**src/rtl/trap_ctrl_pkg.sv**
```systemverilog
package trap_ctrl_pkg;

    localparam int TT_W        = 8;
    localparam int LVL_W       = 4;
    localparam int TT_LSB      = 4;
    localparam int BASE_LSB    = TT_LSB + TT_W;
    localparam logic [LVL_W-1:0] LVL_TOP     = '1;
    localparam logic [TT_W-1:0]  IRQ_TT_BASE = 8'h10;
    localparam int NPC_STEP    = 4;

    typedef enum logic [2:0] {
        ACT_IDLE,
        ACT_RESET,
        ACT_SYNC,
        ACT_IRQ,
        ACT_FAULT
    } act_e;

endpackage

```
**src/rtl/trap_arbiter.sv**
```systemverilog
module trap_arbiter
    import trap_ctrl_pkg::*;
(
    input  logic             reset_req,
    input  logic             sync_req,
    input  logic [LVL_W-1:0] irq_level,
    input  logic             cur_et,
    input  logic [LVL_W-1:0] cur_pil,
    input  logic             blocked,
    input  logic             halted,
    output act_e             act
);

    logic irq_ok;

    always_comb begin
        irq_ok = cur_et && (irq_level != '0) &&
                 ((irq_level == LVL_TOP) || (irq_level > cur_pil));
        if (reset_req)
            act = ACT_RESET;
        else if (halted || blocked)
            act = ACT_IDLE;
        else if (sync_req)
            act = cur_et ? ACT_SYNC : ACT_FAULT;
        else if (irq_ok)
            act = ACT_IRQ;
        else
            act = ACT_IDLE;
    end

endmodule

```
**src/rtl/trap_frame_gen.sv**
```systemverilog
module trap_frame_gen
    import trap_ctrl_pkg::*;
#(
    parameter int XLEN  = 32,
    parameter int NWIN  = 8,
    parameter int CWP_W = $clog2(NWIN)
) (
    input  act_e                   act,
    input  logic [TT_W-1:0]        tt,
    input  logic                   cur_s,
    input  logic                   cur_ps,
    input  logic [CWP_W-1:0]       cur_cwp,
    input  logic [XLEN-1:BASE_LSB] cur_tba,
    input  logic [XLEN-1:0]        cur_pc,
    input  logic [XLEN-1:0]        cur_npc,
    output logic                   take,
    output logic                   rst_take,
    output logic                   st_we,
    output logic                   nxt_et,
    output logic                   nxt_s,
    output logic                   nxt_ps,
    output logic [CWP_W-1:0]       nxt_cwp,
    output logic                   tbr_we,
    output logic [XLEN-1:0]        nxt_tbr,
    output logic                   rf_we,
    output logic [CWP_W-1:0]       rf_win,
    output logic [XLEN-1:0]        l1_data,
    output logic [XLEN-1:0]        l2_data,
    output logic                   redir,
    output logic [XLEN-1:0]        redir_pc,
    output logic [XLEN-1:0]        redir_npc
);

    localparam logic [CWP_W-1:0] CWP_LAST = CWP_W'(NWIN - 1);

    logic [CWP_W-1:0] cwp_dec;
    logic [XLEN-1:0]  tbr_val;

    generate
        if ((NWIN & (NWIN - 1)) == 0) begin : g_pow2_wrap
            assign cwp_dec = cur_cwp - 1'b1;
        end else begin : g_cmp_wrap
            assign cwp_dec = (cur_cwp == '0) ? CWP_LAST : cur_cwp - 1'b1;
        end
    endgenerate

    assign tbr_val = {cur_tba, tt, {TT_LSB{1'b0}}};

    always_comb begin
        take      = 1'b0;
        rst_take  = 1'b0;
        st_we     = 1'b0;
        nxt_et    = 1'b0;
        nxt_s     = 1'b0;
        nxt_ps    = 1'b0;
        nxt_cwp   = '0;
        tbr_we    = 1'b0;
        nxt_tbr   = '0;
        rf_we     = 1'b0;
        rf_win    = '0;
        l1_data   = '0;
        l2_data   = '0;
        redir     = 1'b0;
        redir_pc  = '0;
        redir_npc = '0;
        case (act)
            ACT_RESET: begin
                rst_take  = 1'b1;
                st_we     = 1'b1;
                nxt_et    = 1'b0;
                nxt_s     = 1'b1;
                nxt_ps    = cur_ps;
                nxt_cwp   = cur_cwp;
                redir     = 1'b1;
                redir_pc  = '0;
                redir_npc = XLEN'(NPC_STEP);
            end
            ACT_SYNC, ACT_IRQ: begin
                take      = 1'b1;
                st_we     = 1'b1;
                nxt_et    = 1'b0;
                nxt_s     = 1'b1;
                nxt_ps    = cur_s;
                nxt_cwp   = cwp_dec;
                tbr_we    = 1'b1;
                nxt_tbr   = tbr_val;
                rf_we     = 1'b1;
                rf_win    = cwp_dec;
                l1_data   = cur_pc;
                l2_data   = cur_npc;
                redir     = 1'b1;
                redir_pc  = tbr_val;
                redir_npc = tbr_val + XLEN'(NPC_STEP);
            end
            default: ;
        endcase
    end

endmodule

```
**src/rtl/trap_entry_ctrl.sv**
```systemverilog
module trap_entry_ctrl
    import trap_ctrl_pkg::*;
#(
    parameter int XLEN  = 32,
    parameter int NWIN  = 8,
    localparam int CWP_W = $clog2(NWIN)
) (
    input  logic                   clk,
    input  logic                   rst_n,
    input  logic                   reset_req,
    input  logic                   sync_req,
    input  logic [TT_W-1:0]        sync_tt,
    input  logic [LVL_W-1:0]       irq_level,
    input  logic                   cur_et,
    input  logic                   cur_s,
    input  logic                   cur_ps,
    input  logic [LVL_W-1:0]       cur_pil,
    input  logic [CWP_W-1:0]       cur_cwp,
    input  logic [XLEN-1:BASE_LSB] cur_tba,
    input  logic [XLEN-1:0]        cur_pc,
    input  logic [XLEN-1:0]        cur_npc,
    output logic                   trap_taken,
    output logic                   reset_taken,
    output logic                   error_mode,
    output logic                   state_wr,
    output logic                   new_et,
    output logic                   new_s,
    output logic                   new_ps,
    output logic [CWP_W-1:0]       new_cwp,
    output logic                   tbr_wr,
    output logic [XLEN-1:0]        new_tbr,
    output logic                   rf_we,
    output logic [CWP_W-1:0]       rf_win,
    output logic [XLEN-1:0]        rf_l1_data,
    output logic [XLEN-1:0]        rf_l2_data,
    output logic                   redirect,
    output logic [XLEN-1:0]        redirect_pc,
    output logic [XLEN-1:0]        redirect_npc
);

    typedef struct packed {
        logic             trap;
        logic             rst;
        logic             err;
        logic             blk;
        logic             st_we;
        logic             et;
        logic             s;
        logic             ps;
        logic [CWP_W-1:0] cwp;
        logic             tbr_we;
        logic [XLEN-1:0]  tbr;
        logic             rf_we;
        logic [CWP_W-1:0] win;
        logic [XLEN-1:0]  l1;
        logic [XLEN-1:0]  l2;
        logic             redir;
        logic [XLEN-1:0]  pc;
        logic [XLEN-1:0]  npc;
    } regs_t;

    regs_t           regs_d, regs_q;
    act_e            act;
    logic [TT_W-1:0] tt_sel;

    logic             f_take, f_rst, f_st_we, f_et, f_s, f_ps, f_tbr_we, f_rf_we, f_redir;
    logic [CWP_W-1:0] f_cwp, f_win;
    logic [XLEN-1:0]  f_tbr, f_l1, f_l2, f_pc, f_npc;

    trap_arbiter u_arb (
        .reset_req (reset_req),
        .sync_req  (sync_req),
        .irq_level (irq_level),
        .cur_et    (cur_et),
        .cur_pil   (cur_pil),
        .blocked   (regs_q.blk),
        .halted    (regs_q.err),
        .act       (act)
    );

    always_comb begin
        if (act == ACT_SYNC)
            tt_sel = sync_tt;
        else
            tt_sel = IRQ_TT_BASE + TT_W'(irq_level);
    end

    trap_frame_gen #(
        .XLEN  (XLEN),
        .NWIN  (NWIN),
        .CWP_W (CWP_W)
    ) u_frame (
        .act       (act),
        .tt        (tt_sel),
        .cur_s     (cur_s),
        .cur_ps    (cur_ps),
        .cur_cwp   (cur_cwp),
        .cur_tba   (cur_tba),
        .cur_pc    (cur_pc),
        .cur_npc   (cur_npc),
        .take      (f_take),
        .rst_take  (f_rst),
        .st_we     (f_st_we),
        .nxt_et    (f_et),
        .nxt_s     (f_s),
        .nxt_ps    (f_ps),
        .nxt_cwp   (f_cwp),
        .tbr_we    (f_tbr_we),
        .nxt_tbr   (f_tbr),
        .rf_we     (f_rf_we),
        .rf_win    (f_win),
        .l1_data   (f_l1),
        .l2_data   (f_l2),
        .redir     (f_redir),
        .redir_pc  (f_pc),
        .redir_npc (f_npc)
    );

    always_comb begin
        regs_d        = '0;
        regs_d.trap   = f_take;
        regs_d.rst    = f_rst;
        regs_d.blk    = f_take | f_rst;
        regs_d.st_we  = f_st_we;
        regs_d.et     = f_et;
        regs_d.s      = f_s;
        regs_d.ps     = f_ps;
        regs_d.cwp    = f_cwp;
        regs_d.tbr_we = f_tbr_we;
        regs_d.tbr    = f_tbr;
        regs_d.rf_we  = f_rf_we;
        regs_d.win    = f_win;
        regs_d.l1     = f_l1;
        regs_d.l2     = f_l2;
        regs_d.redir  = f_redir;
        regs_d.pc     = f_pc;
        regs_d.npc    = f_npc;
        case (act)
            ACT_RESET: regs_d.err = 1'b0;
            ACT_FAULT: regs_d.err = 1'b1;
            default:   regs_d.err = regs_q.err;
        endcase
    end

    always_ff @(posedge clk or negedge rst_n) begin
        if (!rst_n)
            regs_q <= '0;
        else
            regs_q <= regs_d;
    end

    assign trap_taken   = regs_q.trap;
    assign reset_taken  = regs_q.rst;
    assign error_mode   = regs_q.err;
    assign state_wr     = regs_q.st_we;
    assign new_et       = regs_q.et;
    assign new_s        = regs_q.s;
    assign new_ps       = regs_q.ps;
    assign new_cwp      = regs_q.cwp;
    assign tbr_wr       = regs_q.tbr_we;
    assign new_tbr      = regs_q.tbr;
    assign rf_we        = regs_q.rf_we;
    assign rf_win       = regs_q.win;
    assign rf_l1_data   = regs_q.l1;
    assign rf_l2_data   = regs_q.l2;
    assign redirect     = regs_q.redir;
    assign redirect_pc  = regs_q.pc;
    assign redirect_npc = regs_q.npc;

    // reset entry and trap entry never share a cycle
    a_r1_one_entry: assert property (@(posedge clk) disable iff (!rst_n)
        $onehot0({trap_taken, reset_taken}));

    // an interrupt at or below the mask, not level 15, is never taken
    a_r2_masked: assert property (@(posedge clk) disable iff (!rst_n)
        $past(!reset_req && !sync_req && irq_level != LVL_TOP && irq_level <= cur_pil)
        |-> !trap_taken);

    // with traps disabled nothing is taken
    a_r3_et_gates: assert property (@(posedge clk) disable iff (!rst_n)
        $past(!cur_et && !reset_req) |-> !trap_taken);

    // error mode holds until a reset request
    a_r5_sticky: assert property (@(posedge clk) disable iff (!rst_n)
        $past(error_mode) && !$past(reset_req) |-> error_mode);

    // entry clears trap enable and saves the supervisor flag
    a_r6_entry_flags: assert property (@(posedge clk) disable iff (!rst_n)
        trap_taken |-> (state_wr && !new_et && new_s && new_ps == $past(cur_s)));

    // the redirected nPC follows the redirected PC by one word
    a_r9_npc_step: assert property (@(posedge clk) disable iff (!rst_n)
        redirect |-> (redirect_npc == redirect_pc + XLEN'(NPC_STEP)));

    // no trap in the cycle after an entry unless reset is requested
    a_r10_blocked: assert property (@(posedge clk) disable iff (!rst_n)
        $past(trap_taken || reset_taken) |-> !trap_taken);

endmodule

```
**config.mk**
```make
export PLATFORM = sky130hd
export DESIGN_NAME = trap_entry_ctrl
export DESIGN_NICKNAME = d
export VERILOG_FILES = /design/src/rtl/trap_ctrl_pkg.sv /design/src/rtl/trap_arbiter.sv /design/src/rtl/trap_frame_gen.sv /design/src/rtl/trap_entry_ctrl.sv
export SDC_FILE = /design/constraint.sdc
export NUM_CORES = 1
export LEC_CHECK = 0
export BUFFER_PORTS_ARGS = -buffer_cell sky130_fd_sc_hd__buf_2
export CORE_ASPECT_RATIO = 0.5
export CORE_MARGIN = 3
export CORE_UTILIZATION = 42
export CTS_CLUSTER_SIZE = 28
export DETAILED_ROUTE_END_ITERATION = 8
export HOLD_SLACK_MARGIN = 0.02
export PLACE_DENSITY = 0.85
export SYNTH_ARGS = -nofsm -noshare
export SYNTH_HDL_FRONTEND = slang
export SYNTH_SLANG_ARGS = --single-unit
```
**constraint.sdc**
```tcl
create_clock -name clk -period 2 [get_ports clk]
set_input_delay 0.3 -clock clk [delete_from_list [all_inputs] [get_ports clk]]
set_output_delay 0.3 -clock clk [all_outputs]
set_load 0.02 [all_outputs]
```
== Word level (Yosys, flattened, before mapping) ==
Index checks and enable logic that the tools add are counted.
Word-level totals
  logic and storage cells: 47
  input bits: 110
  register bits after elaboration: 140
Cells by class
  add/sub/neg operators: 3
  bitwise gates (word level): 1
  multiplexer cells: 17
  eq/ne operators: 5
  $lt $le $gt $ge: 1
  reductions and logical operators: 8
Operator list (count)
  32-bit two-way mux: 3
  32-bit one-hot mux with 2 select lines: 1
  32-bit by 3-bit adder with 32-bit output (second input constant): 1
  3-bit two-way mux: 5
  8-bit two-way mux: 1
  5-bit by 4-bit adder with 6-bit output (first input constant): 1
  3-bit by 2-bit equality test with 1-bit output (second input constant): 2
  3-bit one-hot mux with 2 select lines: 1
  4-bit equality test (second input constant): 1
  4-bit greater-than comparator: 1
  1-bit one-hot mux with 2 select lines: 2
  4-bit nonzero test: 1
  3-bit by 1-bit equality test with 1-bit output (second input constant): 1
  3-bit equality test (second input constant): 1
  1-bit two-way mux: 3
  3-bit OR reduction: 1
  3-bit by 1-bit subtractor with 3-bit output (second input constant): 1
  1-bit logical AND: 2
  1-bit logical OR: 2
  2-bit two-way mux: 1
  2-bit nonzero test: 1
  2-bit OR reduction: 1
  1-bit bitwise OR: 1

== Logic depth before layout (Yosys ltp) ==
Gate-level depths: netlist of the first run.
  depth in word-level cells: 11
  depth in mapped cells: 10
  depth with buffers taken out: 8

== By module ==
From an unflattened synthesis of the first run, not the netlist that was laid out.
Second synthesis, totals
  cells, all modules: 582
  area total of the unflattened synthesis: 7588.5 µm²
By module, submodules not included
  trap_entry_ctrl: instances 1, seq. area each 4429.2 µm², area an instance 5793.1 µm², cells each 356
  trap_frame_gen: instances 1, seq. area each 0.0 µm², area an instance 1635.3 µm², cells each 203
  trap_arbiter: instances 1, seq. area each 0.0 µm², area an instance 160.2 µm², cells each 23

== Worst setup path after synthesis of the first run ==
Ideal clock, no wire load.
  path type: input -> register
  from: input cur_pil[3]
  to: register regs_q[17] (netlist: redirect_npc[17])
  buffers on the path: 2
  arrival time: 1.706 ns
  stages on the path: 9
  setup slack: 0.175 ns
  cell sequence: inv_1 > ha_1 > a211oi_1 > a21oi_2 > o21ai_4 > inv_2 > buf_6 > buf_6 > and2_1
On the way
  longest elaborated chain between the ends: 11
  elaborated cells between the ends (all ways): 14
  those cells by class: add/sub: 1; order compare: 1; eq/ne: 3; mux: 6; reduce/logical: 3
RTL lines
  from (decl): line trap_entry_ctrl.sv:17  | input logic [LVL_W-1:0] cur_pil,
  4-bit greater-than comparator *: line trap_arbiter.sv:18  | ((irq_level == LVL_TOP) || (irq_level > cur_pil));
  1-bit logical OR *: line trap_arbiter.sv:18
  1-bit logical AND *: line trap_arbiter.sv:17  | irq_ok = cur_et && (irq_level != '0) &&
  2-bit two-way mux *: line trap_arbiter.sv:25  | else if (irq_ok)
  3-bit two-way mux *: line trap_arbiter.sv:23  | else if (sync_req)
  3-bit two-way mux *: line trap_arbiter.sv:21  | else if (halted || blocked)
  3-bit two-way mux *: line trap_arbiter.sv:19  | if (reset_req)
  3-bit by 2-bit equality test with 1-bit output: line trap_frame_gen.sv:66, trap_entry_ctrl.sv:82
  8-bit two-way mux: line trap_entry_ctrl.sv:82  | if (act == ACT_SYNC)
  32-bit by 3-bit adder with 32-bit output: line trap_frame_gen.sv:93  | redir_npc = tbr_val + XLEN'(NPC_STEP);
  32-bit one-hot mux with 2 select lines *: line trap_frame_gen.sv:66  | case (act)
  net f_npc[17]: line trap_entry_ctrl.sv:68  | logic [XLEN-1:0] f_tbr, f_l1, f_l2, f_pc, f_npc;
  to (signal assigned): line trap_entry_ctrl.sv:149  | regs_q <= regs_d;
  to (decl): line trap_entry_ctrl.sv:62  | regs_t regs_d, regs_q;
The timed path passes the listed nets; every way through them passes the cells marked *.
A chain may end at the register's enable or synchronous reset.

==> results of run 1 <==
[cells in the final DEF, fill, tap and decap left out, types with 2 or more instances in the layout]
cell,n
a22oi_1,4
and2_1,85
and3_1,3
buf_12,3
buf_2,272
buf_4,5
bufinv_16,2
clkbuf_16,9
conb_1,12
dfrtp_1,108
ha_1,5
inv_1,9
inv_8,2
nand2_1,4
nand2b_1,2
nor2_1,17
nor3_1,2
o2111ai_1,2
o21ai_0,3
[final cells by class]
type	instances	area [um^2]	share of cell area (%)
timing repair buffer	281	1470	26.1
sequential	108	2700	48.0
clock inverter	7	108	1.91
multi-input combinational	151	922	16.4
tap	135	169	3.00
inverter	10	37.5	0.666
clock buffer	9	225	4.00
[sequential cells by signal, indices dropped and copies added, names as in the netlist]
name          flops
new_ps            1
rf_we             1
reset_taken       1
new_cwp           3
rf_l1_data       32
rf_win            3
rf_l2_data       32
redirect_pc       5
redirect_npc     28
redirect          1
error_mode        1
[cells by family after synthesis]
group	synth area share (%)
simple gates	16.2
other cells	0.0886
xor+xnor	0.207
flops	63.8
compound gates	2.81
fa+ha+maj	1.48
buf+inv	15.3
[layer usage]
layer	wire, um	vias up	share of wire, %	track usage, %
met2	5850	92	56	34.3
met1	3920	1451	38	21.0
met5	0	-	0	0
li1	-	1413	-	-
met4	91	0	0.88	3.96
met3	517	9	5.0	4.37
[critical path, stage by stage, from the launching register on]
cell	delay, ps
dfrtp_1	430
nor3_1	420
buf_4	210
o21ai_4	50
inv_2	80
buf_12	230
and2_1	190
[where the power goes]
group / internal, mW / leakage (nW) / switching [mW]
combinational: 0.195 / 1.84 / 0.308
clock: 1.12 / 0.160 / 0.797
sequential: 2.24 / 1.48 / 0.0235
total: 3.55 / 3.49 / 1.13
[worst max path at each step]
stage	slack, ps	end	from	cells past startpoint
after floorplan	180	redirect_npc[17]	cur_pil[3]	9
after global placement	100	rf_l1_data[20]	irq_level[3]	8
after detailed placement	50	rf_l2_data[21]	irq_level[3]	8
after global routing	170	redirect_pc[31]	redirect_npc[2]	6
final	280	rf_l2_data[9]	redirect_npc[2]	6
after CTS	330	rf_l2_data[21]	redirect_npc[2]	6
[per-stage QoR]
stage	hold WS [ps]	power [mW]	cell area [um^2]	worst slack (ps)
after floorplan	4.41	2.60	4270	175
after global placement	262	2.80	5290	102
after detailed placement	265	2.81	5290	52.7
after CTS	141	4.75	5630	330
after global routing	153	4.90	5630	172
final	159	4.68	5630	277
[timing repair]
action / in CTS / in global routing
hold buffers: 1 / 0
gates resized for setup: 0 / 0
endpoints found under the hold margin: 28 / 0
endpoints found under the setup margin: 0 / 0
==> key figures, run 1 <==
Clock network
  – Number of setup buffers added after CTS: 0
  – H-tree Lvls: 3
  – Cts bufs inserted: 9
  – Maximum root-to-sink buffer count: 2
  – Root Buffer: clkbuf_16
  – Worst-path clk slew: roughly 70 ps
  – CTS sink count: roughly 110
  – CTS tree: yes
  – Skew-Pair Late Insertion Delay: 330 ps

GRT
  – Vias in the first global route: between 2000 and 3000
  – Global Route Usage Sum: 18.2%
  – Pin count of the biggest net entering global routing: 86
  – Antenna violations before repair: 0
  – First-pass GRT wire length: approximately 16 mm
  – Congestion Overflow GR: 0

Cells and area
  – Post-Layout Cell Count: approximately 700
  – Synth-to-layout area growth: 33.1%
  – # fillers: ~840
  – Layout cells sized above 1: a little over half
  – Final Util: between 50 and 60%
  – Ant. Diodes: 0
  – Nets: a little under 700

Run
  – Max cap viols: 0

Pwr
  – Cell area power density: between 800 and 900 nW/um^2
  – Leakage: around 3.5 nW
  – Max VDD drop: 0.000355 V

Synth
  – Most frequent cells after synthesis: dfrtp_1 (108), and2_1 (85), buf_4 (69)
  – Synth Flop Type: dfrtp_1
  – Syn avg cell area: between 10 and 15 um^2
  – Count of cell types in the netlist: 30
  – Number of synthesized flops with an enable pin: 0
  – Synth warn: 0
  – Sequential area share after synthesis: between 60% and 70%
  – Top cells by area, synth: dfrtp_1 (64%), and2_1 (13%), buf_4 (12%), buf_6 (1.6%), nor2_1 (1.5%)
  – Largest area contributor in the netlist: dfrtp_1
  – Cells after Synth: 340
  – Register bit total from synthesis: approximately 110
  – Synth top area share: between 60% and 70%
  – Most instantiated library cell after synthesis: dfrtp_1
  – Synth Cell Area: 4230 um^2
  – Asr flop ratio synth: 100%

Route
  – Routed WL: 10.4 mm
  – Mean routed wirelength per cell: 14.8 um
  – Post-DRT Antenna Nets: 0
  – Via density: between 4 and 5
  – Initial drt markers: approximately 150
  – Via count: 2965
  – Drt first pass iters: 4
  – # DRC: 0

STA
  – Final period util: 86.2%
  – Setup violators final: 0
  – Slew Limit Fails: 0
  – Min cycle time layout: 1720 ps
  – Unrepaired setup endpoints after global routing: no
  – Fin Setup TNS: 0 ps
  – Final hold violation count: 0
  – Maximum clock rate: between 500 and 600 MHz
  – Final Skew: about 5.6 ps

Floorplan
  – Die area: roughly 11000 um^2
  – Die Span Y: approximately 77 um
  – Cell row count: 25
  – Die width: between 100 and 150 um
  – Core ar.: about 9600 um^2
  – Initial Util: 43.9%
  – I/O pins: ~290

Worst hold path
  – Hold path cells: 2
  – Min-Delay Endpoint: rf_win[0]
  – Hold Path Class: in2reg
  – Hold Startpoint: cur_cwp[0]

Place
  – # port buffers: roughly 270
  – GP Congestion: ~0.94
  – Post-DP HPWL: 8.11 mm
  – DP Cell Count: 684

Setup path
  – Crit path required time: about 2300 ps
  – R2R cell count: 6
  – FF-to-FF Start: redirect_npc[2]
  – Reg-to-reg endpoint: rf_l2_data[9]
  – Kind of critical path: reg2reg
  – FF-to-FF setup slack: between 200 and 300 ps
  – Critical Path End Type: flop
  – CP Launch Type: flop
  – Crit-path max FO: 85
  – WP data arrival: between 1500 and 2000 ps

Run status
  – Status: complete, no violations
Note: power is estimated with default switching activity, not from simulation.
==> inputs of run 2 (changes only) <==
CORE_MARGIN = default   (was 3)
CORE_UTILIZATION = 40   (was 42)
PLACE_DENSITY = 0.81   (was 0.85)
clock period = 1.9 ns   (was 2 ns; I/O delays follow)
==> run 2 against run 1 <==
  * Non-clock buffer count up 5
  * Routed wire length down 5.3%
  * Largest power group unchanged
  * Clock power down 6%
==> key figures, run 2 (synthesis gave the netlist of run 1 again) <==
Place
  – GP Congestion: about 0.9
  – Post-place setup slack: -61.2 ps
  – Post-DP HPWL: between 7 and 8 mm
  – # port buffers: between 200 and 300

Run
  – Max cap viols: 0

Cells and area
  – Register Area: between 2000 and 3000 um^2
  – Most frequent cells in the layout: buf_2 (272), dfrtp_1 (108), and2_1 (85), nor2_1 (17), conb_1 (12)
  – Nets: 681
  – Multi-input gate area: 922 um^2
  – Most common cell after layout, fill and taps aside: buf_2
  – Ant. Diodes: 0
  – Synth-to-layout area growth: 33.1%
  – # fillers: between 800 and 900
  – Layout cells sized above 1: 53.2%

Route
  – Initial drt markers: roughly 160
  – Mean routed wirelength per cell: 13.8 um
  – Routed WL: about 9.8 mm
  – # DRC: 0
  – Post-DRT Antenna Nets: 0
  – Via density: between 4 and 5
  – Drt first pass iters: 4
  – Via count: roughly 3100

Clock network
  – Root Buffer: clkbuf_16
  – Skew-Pair Late Insertion Delay: about 330 ps
  – Worst-path clk slew: roughly 70 ps
  – Number of setup buffers added after CTS: 0
  – Cts bufs inserted: 9
  – CTS sink count: about 110
  – H-tree Lvls: 3
  – CTS tree: yes
  – Maximum root-to-sink buffer count: 2

STA
  – Fin Setup TNS: 0 ps
  – Slew Limit Fails: 0
  – Min cycle time layout: approximately 1600 ps
  – Hold slack: approximately 150 ps
  – Setup violators final: 0
  – Final worst setup slack: approximately 280 ps
  – Unrepaired setup endpoints after global routing: no
  – Maximum clock rate: 616 MHz
  – Final period util: 85.4%
  – Final Skew: 7.29 ps
  – Final hold violation count: 0

Floorplan
  – Die width: roughly 150 um
  – Cell row count: 26
  – Core ar.: roughly 10000 um^2
  – Die area: between 10000 and 15000 um^2
  – Die Span Y: between 70 and 80 um
  – Initial Util: approximately two fifths
  – I/O pins: around 290

Setup path
  – Slowest cell delay on critical path: around 350 ps
  – CP Launch Type: input port
  – WP data arrival: approximately 1800 ps
  – Crit-path max FO: 44
  – Critical-path top delay cell: a211oi_1
  – Crit path cell chain: buf_2 -> ha_1 -> a211oi_1 -> a21oi_2 -> o21ai_4 -> inv_2 -> buf_12 -> and2_1
  – Crit path required time: between 2000 and 2500 ps
  – Critical Path End Type: flop
  – Kind of critical path: in2reg

GRT
  – Vias in the first global route: roughly 2700
  – Busiest grt layer: met2
  – GR Util met2: between 20% and 30%
  – Antenna violations before repair: 0
  – Pin count of the biggest net entering global routing: 47
  – Congestion Overflow GR: 0
  – First-pass GRT wire length: between 10 and 15 mm
  – Met1 usage: between 20% and 30%
  – Met3 Use GR: under 10%
  – Global Route Usage Sum: 16.9%

Pwr
  – Leakage: approximately 3.5 nW
  – Max VDD drop: approximately 0.0004 V
  – Cell area power density: roughly 840 nW/um^2

Worst hold path
  – Hold Path Class: in2reg

Run status
  – Status: complete, no violations
run 2: cell types whose count changed in the layout (fill, tap and decap cells not counted), sizes merged:
cell / delta
buf: +5
inv: -2
bufinv: -1
clkinv: +1
clkinvlp: +1
run 2: where the power goes:
| group | switching [mW] | total (mW) | internal [mW] |
|---|---|---|---|
| combinational | 0.323 | 0.534 | 0.210 |
| sequential | 0.0263 | 2.38 | 2.36 |
| clock | 0.786 | 1.80 | 1.01 |
| total | 1.14 | 4.72 | 3.58 |
run 2: metal layers:
| layer | vias up | share of wire [%] |
|---|---|---|
| li1 | 1421 | - |
| met1 | 1528 | 41 |
| met2 | 88 | 54 |
| met3 | 13 | 3.9 |
| met4 | 0 | 1.4 |
| met5 | - | 0 |
run 2: repair_timing:
action	CTS	global route
gates resized for setup	0	0
hold buffers	1	0
endpoints found under the hold margin	34	0
setup endpoints to repair	0	0
run 2: final cells by class:
cell class              count  area share (%)
flip-flops and latches    108            48.0
multi-input cells         151            16.4
well taps                 140            3.11
clock buffers               9            4.00
clock inverters             6            1.13
inverters                  10           0.666
repair buffers            286            26.7
run 2: per-stage QoR:
step	power [mW]	cell area, um^2	cells	utilization, %
2_1_floorplan	2.74	4270	351	-
3_3_place_gp	2.95	5330	694	52.1
3_5_place_dp	2.96	5330	694	52.1
4_1_cts	4.78	5630	710	55.0
5_1_grt	4.93	5630	710	55.0
6_report	4.72	5630	710	55.0
run 2: path summary, 6_finish.rpt:
kind | startpoint | endpoint | slack (ps) | cells after the start
min reg2reg | error_mode | error_mode | 580 | 2
min | cur_pc[7] | rf_l1_data[7] | 150 | 2
max in group asynchronous | rst_n | rf_l2_data[27] | 770 | 3
max reg2reg | redirect_npc[2] | rf_l2_data[26] | 440 | 6
max | irq_level[3] | rf_l2_data[26] | 280 | 8
min in group asynchronous | rst_n | rf_l2_data[15] | 460 | 2
run 2: worst max-delay path: cells and delay by family:
kind                     cells  cell delay (ps)
AND/OR/NAND/NOR              1              170
buffers and inverters        3              380
AO/OA/AOI/OAI                3              650
adder cells (fa/ha/maj)      1              330
